[src/rtl/dma_xfer_pkg.sv]
package dma_xfer_pkg;

    typedef enum logic [2:0] {
        ST_IDLE,
        ST_REQ,
        ST_XFER,
        ST_RELEASE,
        ST_DONE
    } seq_state_e;

    localparam logic [2:0] SEL_SRC  = 3'd0;
    localparam logic [2:0] SEL_DST  = 3'd1;
    localparam logic [2:0] SEL_CNT  = 3'd2;
    localparam logic [2:0] SEL_CTRL = 3'd3;
    localparam logic [2:0] SEL_STAT = 3'd4;

    localparam int CTRL_START = 0;
    localparam int CTRL_STEAL = 1;
    localparam int CTRL_RDMEM = 2;
    localparam int STAT_DONE  = 0;

endpackage

[src/rtl/dma_xfer_regs.sv]
module dma_xfer_regs
    import dma_xfer_pkg::*;
#(
    parameter int AW = 16,
    parameter int CW = 8,
    parameter int RW = 16
) (
    input  logic          clk,
    input  logic          rst_n,
    input  logic          reg_wr,
    input  logic [2:0]    reg_sel,
    input  logic [RW-1:0] reg_wdata,
    input  logic          busy,
    input  logic          step,
    input  logic          cmpl,
    output logic [RW-1:0] reg_rdata,
    output logic [AW-1:0] src_addr,
    output logic [AW-1:0] dst_addr,
    output logic          steal,
    output logic          rd_mem,
    output logic          cnt_zero,
    output logic          cnt_last
);

    typedef struct packed {
        logic [AW-1:0] src;
        logic [AW-1:0] dst;
        logic [CW-1:0] cnt;
        logic          steal;
        logic          rdmem;
        logic          done;
    } regs_t;

    regs_t r_d, r_q;

    always_comb begin
        r_d = r_q;
        if (reg_wr && !busy) begin
            case (reg_sel)
                SEL_SRC:  r_d.src = reg_wdata[AW-1:0];
                SEL_DST:  r_d.dst = reg_wdata[AW-1:0];
                SEL_CNT:  r_d.cnt = reg_wdata[CW-1:0];
                SEL_CTRL: begin
                    r_d.steal = reg_wdata[CTRL_STEAL];
                    r_d.rdmem = reg_wdata[CTRL_RDMEM];
                end
                default: ;
            endcase
        end
        if (step) begin
            r_d.cnt = r_q.cnt - CW'(1);
            if (r_q.rdmem) r_d.src = r_q.src + AW'(1);
            else           r_d.dst = r_q.dst + AW'(1);
        end
        if (reg_wr && reg_sel == SEL_STAT && reg_wdata[STAT_DONE]) r_d.done = 1'b0;
        if (cmpl) r_d.done = 1'b1;
    end

    always_ff @(posedge clk) begin
        if (!rst_n) r_q <= '0;
        else        r_q <= r_d;
    end

    always_comb begin
        case (reg_sel)
            SEL_SRC:  reg_rdata = RW'(r_q.src);
            SEL_DST:  reg_rdata = RW'(r_q.dst);
            SEL_CNT:  reg_rdata = RW'(r_q.cnt);
            SEL_CTRL: reg_rdata = RW'({r_q.rdmem, r_q.steal, 1'b0});
            SEL_STAT: reg_rdata = RW'({busy, r_q.done});
            default:  reg_rdata = '0;
        endcase
    end

    assign src_addr = r_q.src;
    assign dst_addr = r_q.dst;
    assign steal    = r_q.steal;
    assign rd_mem   = r_q.rdmem;
    assign cnt_zero = (r_q.cnt == '0);
    assign cnt_last = (r_q.cnt == CW'(1));

endmodule

[src/rtl/dma_xfer_seq.sv]
module dma_xfer_seq
    import dma_xfer_pkg::*;
(
    input  logic clk,
    input  logic rst_n,
    input  logic start,
    input  logic per_req,
    input  logic bus_ack,
    input  logic cnt_zero,
    input  logic cnt_last,
    input  logic steal,
    output logic busy,
    output logic step,
    output logic bus_req,
    output logic cmpl
);

    typedef struct packed {
        seq_state_e st;
    } seq_t;

    seq_t s_d, s_q;

    always_comb begin
        s_d  = s_q;
        step = 1'b0;
        case (s_q.st)
            ST_IDLE: begin
                if (start) s_d.st = cnt_zero ? ST_DONE : ST_REQ;
            end
            ST_REQ: begin
                if (bus_ack) s_d.st = ST_XFER;
            end
            ST_XFER: begin
                if (bus_ack && per_req) begin
                    step = 1'b1;
                    if (cnt_last)   s_d.st = ST_DONE;
                    else if (steal) s_d.st = ST_RELEASE;
                end
            end
            ST_RELEASE: begin
                if (per_req) s_d.st = ST_REQ;
            end
            ST_DONE:  s_d.st = ST_IDLE;
            default:  s_d.st = ST_IDLE;
        endcase
    end

    always_ff @(posedge clk) begin
        if (!rst_n) s_q.st <= ST_IDLE;
        else        s_q    <= s_d;
    end

    assign busy    = (s_q.st != ST_IDLE);
    assign bus_req = (s_q.st == ST_REQ) || (s_q.st == ST_XFER);
    assign cmpl    = (s_q.st == ST_DONE);

endmodule

[src/rtl/dma_xfer_ctrl.sv]
module dma_xfer_ctrl
    import dma_xfer_pkg::*;
#(
    parameter int AW = 16,
    parameter int DW = 16,
    parameter int CW = 8,
    localparam int RW = (AW > CW) ? AW : CW
) (
    input  logic          clk,
    input  logic          rst_n,
    input  logic          reg_wr,
    input  logic [2:0]    reg_sel,
    input  logic [RW-1:0] reg_wdata,
    output logic [RW-1:0] reg_rdata,
    input  logic          per_req,
    output logic          per_ack,
    input  logic [DW-1:0] per_din,
    output logic [DW-1:0] per_dout,
    output logic          bus_req,
    input  logic          bus_ack,
    output logic          xfer_done,
    output logic [AW-1:0] mem_addr,
    output logic          mem_we,
    output logic          mem_re,
    output logic [DW-1:0] mem_wdata,
    input  logic [DW-1:0] mem_rdata
);

    logic          busy, step, cmpl, start;
    logic          cfg_steal, cfg_rdmem, cnt_zero, cnt_last;
    logic [AW-1:0] src_addr, dst_addr;

    assign start = reg_wr && (reg_sel == SEL_CTRL) && reg_wdata[CTRL_START];

    dma_xfer_regs #(.AW(AW), .CW(CW), .RW(RW)) u_regs (
        .clk      (clk),
        .rst_n    (rst_n),
        .reg_wr   (reg_wr),
        .reg_sel  (reg_sel),
        .reg_wdata(reg_wdata),
        .busy     (busy),
        .step     (step),
        .cmpl     (cmpl),
        .reg_rdata(reg_rdata),
        .src_addr (src_addr),
        .dst_addr (dst_addr),
        .steal    (cfg_steal),
        .rd_mem   (cfg_rdmem),
        .cnt_zero (cnt_zero),
        .cnt_last (cnt_last)
    );

    dma_xfer_seq u_seq (
        .clk     (clk),
        .rst_n   (rst_n),
        .start   (start),
        .per_req (per_req),
        .bus_ack (bus_ack),
        .cnt_zero(cnt_zero),
        .cnt_last(cnt_last),
        .steal   (cfg_steal),
        .busy    (busy),
        .step    (step),
        .bus_req (bus_req),
        .cmpl    (cmpl)
    );

    assign per_ack   = step;
    assign xfer_done = cmpl;
    assign mem_addr  = cfg_rdmem ? src_addr : dst_addr;
    assign mem_we    = step && !cfg_rdmem;
    assign mem_re    = step && cfg_rdmem;
    assign mem_wdata = per_din;
    assign per_dout  = mem_rdata;

endmodule

[config.mk]
export PLATFORM = sky130hd
export DESIGN_NAME = dma_xfer_ctrl
export DESIGN_NICKNAME = d
export VERILOG_FILES = /design/src/rtl/dma_xfer_pkg.sv /design/src/rtl/dma_xfer_regs.sv /design/src/rtl/dma_xfer_seq.sv /design/src/rtl/dma_xfer_ctrl.sv
export SDC_FILE = /design/constraint.sdc
export NUM_CORES = 1
export LEC_CHECK = 0
export BUFFER_PORTS_ARGS = -buffer_cell sky130_fd_sc_hd__buf_2
export CORE_ASPECT_RATIO = 1.4
export CORE_MARGIN = 8
export CORE_UTILIZATION = 40
export CTS_CLUSTER_DIAMETER = 120
export DETAILED_ROUTE_END_ITERATION = 8
export MAX_ROUTING_LAYER = met4
export PLACE_DENSITY_LB_ADDON = 0.05
export SYNTH_ARGS = -nofsm -noshare
export SYNTH_HDL_FRONTEND = slang
export SYNTH_SLANG_ARGS = --single-unit
[constraint.sdc]
create_clock -name clk -period 2.3 [get_ports clk]
set_clock_uncertainty 0.2 [all_clocks]
set_input_delay 0.46 -clock clk [delete_from_list [all_inputs] [get_ports clk]]
set_output_delay 0.46 -clock clk [all_outputs]
set_load 0.05 [all_outputs]
### Word-level counts from Yosys, hierarchy flattened

Cells that the tools add are included.

| word-level totals | value |
|---|---|
| bits in registers | 46 |
| bits of input ports | 56 |
| output and inout port bits | 69 |

| operators by class | value |
|---|---|
| add/sub/neg operators | 3 |
| eq/ne operators | 14 |
| muxes and demuxes | 22 |
| reductions and logical operators | 21 |

Operators by type and width:

| cell | number |
|---|---|
| $mux W16 | 5 |
| $pmux W16 S5 | 1 |
| $mux W42 | 1 |
| $mux W40 | 1 |
| $add A16 B1 Y16 const B | 2 |
| $mux W3 | 7 |
| $eq A3 B2 Y1 const B | 4 |
| $pmux W3 S4 | 1 |
| $eq A8 B1 Y1 const B | 1 |
| $logic_and A1 B1 Y1 | 8 |
| $logic_not A8 Y1 | 1 |
| $mux W8 | 1 |
| $sub A8 B1 Y8 const B | 1 |
| $eq A3 B1 Y1 const B | 2 |
| $eq A3 B3 Y1 const B | 2 |
| $logic_not A3 Y1 | 2 |
| $ne A2 B2 Y1 const B | 3 |
| $reduce_bool A2 Y1 | 3 |
| $reduce_and A5 Y1 | 1 |
| $mux W1 | 4 |
| $reduce_and A2 Y1 | 2 |
| $ne A3 B3 Y1 const B | 1 |
| $reduce_bool A3 Y1 | 1 |
| $logic_not A1 Y1 | 2 |
| 3 further kinds | 3 |

### Logic depth before layout (Yosys ltp)

| logic depth | value |
|---|---|
| depth after elaboration | 6 |
| gate-level depth with buffers | 8 |
| depth with buffers taken out | 7 |

### Cells and area by module

Synthesis repeated with hierarchy kept, for this count alone.

| second synthesis, totals | value |
|---|---|
| cell total of the unflattened synthesis | 482 |
| area, all modules | 3847.4 um^2 |

By module, submodules not included:

| module | times used | cells each | area each (um^2) |
|---|---|---|---|
| dma_xfer_regs | 1 | 396 | 3064.2 |
| dma_xfer_ctrl | 1 | 54 | 511.7 |
| dma_xfer_seq | 1 | 32 | 271.5 |

### Worst setup path after synthesis

No wires, ideal clock.

| timing | value |
|---|---|
| path type | in2out |
| start | input reg_sel[0] |
| end | output reg_rdata[0] |
| arrival | 2.238 ns |
| path slack | -0.598 ns |
| stages on the path | 3 |
| cell sequence | buf_2 buf_1 o32ai_1 |

| between the ends | value |
|---|---|
| cells in the longest elaborated chain, start to end | 2 |
| elaborated cells between the ends (all ways) | 6 |
| those cells by class | eq/ne (4); mux (1); reduce/logical (1) |

Ends and longest elaborated chain:

| item | RTL line | source |
|---|---|---|
| start, declared | dma_xfer_ctrl.sv:12 | `input logic [2:0] reg_sel,` |
| $eq A3 B3 Y1, or another cell as far along | dma_xfer_regs.sv:65 | `case (reg_sel)` |
| $pmux W16 S5 * | dma_xfer_regs.sv:65 |  |
| end, declared | dma_xfer_ctrl.sv:14 | `output logic [RW-1:0] reg_rdata,` |

Every way passes the cells marked *; elsewhere a longest branch is shown, timed or not.

### Worst setup path in the final report

| timing | value |
|---|---|
| start | register u_regs.r_q[5] (netlist name) |
| end | output reg_rdata[2] |

| between the ends | value |
|---|---|
| cells in the longest elaborated chain, start to end | 1 |

Ends and longest elaborated chain:

| item | RTL line | source |
|---|---|---|
| start, declared | dma_xfer_regs.sv:34 | `regs_t r_d, r_q;` |
| start signal, assigned | dma_xfer_regs.sv:61 | `else r_q <= r_d;` |
| $pmux W16 S5 | dma_xfer_regs.sv:65 |  |

Every way passes these cells.

==> results list <==
- Setup repair after global routing left no endpoint under its margin.
* Num CTS Buffers: 5
- Across all hold checks on the routed design, the worst slack comes to 0.248 ns.
- The worst pin sits at a relative slew slack of 62.0%.
* Yosys cell types: 60
* Max incr delay on CP: 0.45 ns
- Commonest cells post-synth: sky130_fd_sc_hd__nor2_1, sky130_fd_sc_hd__a21oi_1, sky130_fd_sc_hd__dfxtp_1, sky130_fd_sc_hd__buf_4, sky130_fd_sc_hd__nand2_1
* Detailed-route wire length per cell: 20.3 µm
* Result of the run: complete, no violations
* Number of design-rule violations left by the first detailed-router iteration: 241
- Yosys mapped a number of flops with a built-in enable equal to 0.
- Signal routing reaches up to met4.
* CTS tree: yes
* Port buffer count: 60
* Die area: 11800 µm²
* Number of gates resized after CTS: 4
- The Yosys step of the flow raised 0 warnings.
- Clock transition at the register clock pins on the worst setup and hold paths after CTS: 0.07 ns
* Cell types occupying the most area after synthesis: sky130_fd_sc_hd__dfxtp_1, sky130_fd_sc_hd__buf_4, sky130_fd_sc_hd__a21oi_1
- Crit-path cells: buf_4, mux4_2, and2_1, buf_2
- Grouping stages by cell kind, the critical path spends the most delay in multiplexers.
- Each instance of the synthesized netlist takes up on average 7.60 µm².
- Routed length on met2: 6.07 mm
- The analysis attributes to cell leakage a power of 1.63 nW.
* HPWL after detailed placement: 9.59 mm
- Slowest stage cell, crit path: sky130_fd_sc_hd__mux4_2
- Buffers plus inverters on the worst setup path: 2
- Global routing used 21.0% of the available tracks across all layers.
* Stages on the worst setup path: 4
- For this configuration, the core starts out at a cell density of 40.5%.
* Top-Level Pins: 125
- Pin count of the biggest net entering global routing: 19
- Number of nets with antenna violations after detailed routing: 0
- Clock tree synthesis selected as its root buffer the cell sky130_fd_sc_hd__clkbuf_16.
* Final weighted congestion of routability-driven global placement: 0.886
- Along the worst path, the maximum fanout reaches 7.
- Placement-stage cell area: 3860 µm²
* Clk Latency, worst-skew pair: 0.29 ns
- Max Transition Viols Final: 0
- Post-synthesis cell type with the largest combined area: sky130_fd_sc_hd__dfxtp_1
- Post-synthesis sequential area ratio: 26.9%
* Launch point of the worst hold path: reg_wdata[9]
- Dividing the final minimum period by the clock period gives 97.8%.
* Count of buffers added by post-CTS timing repair for setup: 0
* Wire length of the first global-routing pass: 19.1 mm
- In the routed design, unresolved DRC markers number 0.
* Number of failing setup endpoints in the final timing report: 0
- Maximum vdd ir drop: 0.278 mV
* Number of sinks on the clock net: 46
* Post-route cell area: 4050 µm²
- Counting instances, the worst hold path has a depth of 3.
* Fraction of registers with async set/reset: 0%
* Total chip power: 0.00198 W
- Via Count: 3616
- Number of global-route vias before repair: 3566
* Row count: 40
- Among all cell types in the netlist, the one instantiated most often is sky130_fd_sc_hd__nor2_1.
- The worst setup path is launched from a register.
- The worst register-to-register path begins at u_seq.s_q[2].
- For this run, the post-layout net count is 555.
- For the worst setup path, the data arrival time is 1.59 ns.
- Clock period minus final worst setup slack: 2.25 ns
- No sink is reached through more buffers than the 2 on the longest clock path.
- Number of buffers inserted for hold repair after clock tree synthesis: 0
- After detailed routing, the wire length on met1 is 4.83 mm.
- Die Width: 94.2 µm
* Gate count of the mapped netlist: 451
* Most instantiated flip-flop cell in the synthesis netlist: sky130_fd_sc_hd__dfxtp_1
* Final count of hold timing violations: 0
* Height of the die: 126 µm
* Worst-Margin Slew: 0.569 ns
* Launching element of the worst setup path: u_regs.r_q[5]
- First-pass iteration count of the detailed router: 4
* Overflow left after global routing: 0
* FF-to-FF path depth: 4
- The number of antenna diodes in the final layout is 0.
- Critical Path RT: 1.64 ns
- In the final layout, the share of cells above drive strength 1 is 29.5%.
- Max_cap viols: 0
- After synthesis the netlist holds a flip-flop and latch count of 46.
- The number of nets handed over by synthesis was 512.
* Critical setup path kind: reg2out
* Finished Core Util: 47.9%
- Power spread over the standard cell area amounts to 489 nW/µm².
- Cell area after synthesis: 3430 µm²
- Relative to the synthesized area, the layout overhead comes to 18.3%.
- STA classifies the critical path endpoint as a primary output.
- The region available for standard cell placement spans 8460 µm².
- The routed design uses 744 µm of met3 wire.
- Upper clock frequency limit: 445 MHz
- Using the TritonRoute via totals, the vias-per-cell ratio works out to 6.03.
- Summed over all layers, the routed wires come to 12.2 mm.
* Area fraction of the dominant cell type after synthesis: 26.9%
- The H-tree was split into 2 levels.
* Antenna violations before repair: 0
* Worst hold path class: in2reg
==> cells in the final DEF (no fill, tap or decap), drive strengths merged, types with 16 or more instances in the layout <==
master,count
buf,91
nor2,50
a21oi,47
dfxtp,46
nand2,35
nand3,23
o21ai,19
mux2i,16
==> stage by stage <==
| stage | worst slack, ns | instances | setup TNS (ns) |
|---|---|---|---|
| 2_1_floorplan | -0.111 | 451 | -0.111 |
| 3_3_place_gp | 0.0283 | 592 | 0 |
| 3_5_place_dp | -0.0481 | 592 | -0.0942 |
| 4_1_cts | 0.00224 | 600 | 0 |
| 5_1_grt | 0.00119 | 600 | 0 |
| 6_report | 0.0511 | 600 | 0 |
==> worst paths after layout <==
check | slack, ns | to
worst min-delay path | 0.25 | u_regs.src_addr[9]
worst max-delay path | 0.05 | reg_rdata[2]
worst max register to register | 0.24 | u_regs.dst_addr[1]
worst min register to register | 0.33 | u_regs.r_q[7]
==> power breakdown <==
group	internal, W	total [W]	switching, W
Combinational	0.000105	0.000297	0.000192
Sequential	0.000815	0.000846	0.0000304
Clock	0.000510	0.000838	0.000329
==> cell type report <==
class,count,area [µm²]
Tap cell,105,131
Inverter,13,48.8
Fill cell,860,4410
Multi-Input combinational cell,336,2210
Sequential cell,46,926
Clock buffer,5,125
Clock inverter,3,40.0
Timing Repair Buffer,92,573
==> state kept, by name, summed over array words and instances, names as in the netlist <==
| name | cells |
|---|---|
| u_regs.r_q | 9 |
| u_regs.src_addr | 16 |
| u_regs.steal | 1 |
| u_regs.rd_mem | 1 |
| u_regs.dst_addr | 16 |
| u_seq.s_q | 3 |
==> cell families (layout without fill, tap and decap cells) <==
logic type                 Yosys count  in the layout  synth area share (%)
and+or+nand+nor                    181            181                  27.4
AOI/OAI and AO/OA                  118            118                  21.7
buffers and inverters               69            113                  11.6
DFF                                 46             46                  26.9
muxes                               31             31                  10.3
adders and majority gates            5              5                  1.83
xor gates and xnor gates             1              1                 0.256
==> metal layers <==
metal | up-vias | GRT usage (%)
met4 | 0 | 10.2
met2 | 129 | 34.6
met3 | 26 | 4.13
met5 | - | -
met1 | 1741 | 23.3
li1 | 1720 | -
==> worst register-to-register path, delay by kind of cell, from the launching register on <==
kind               cells  cell delay (ns)
DFF                    1             0.37
AOI/OAI and AO/OA      1             0.23
and+or+nand+nor        2             1.02
muxes                  1             0.16
No activity file was read; power rests on OpenSTA's default activity.
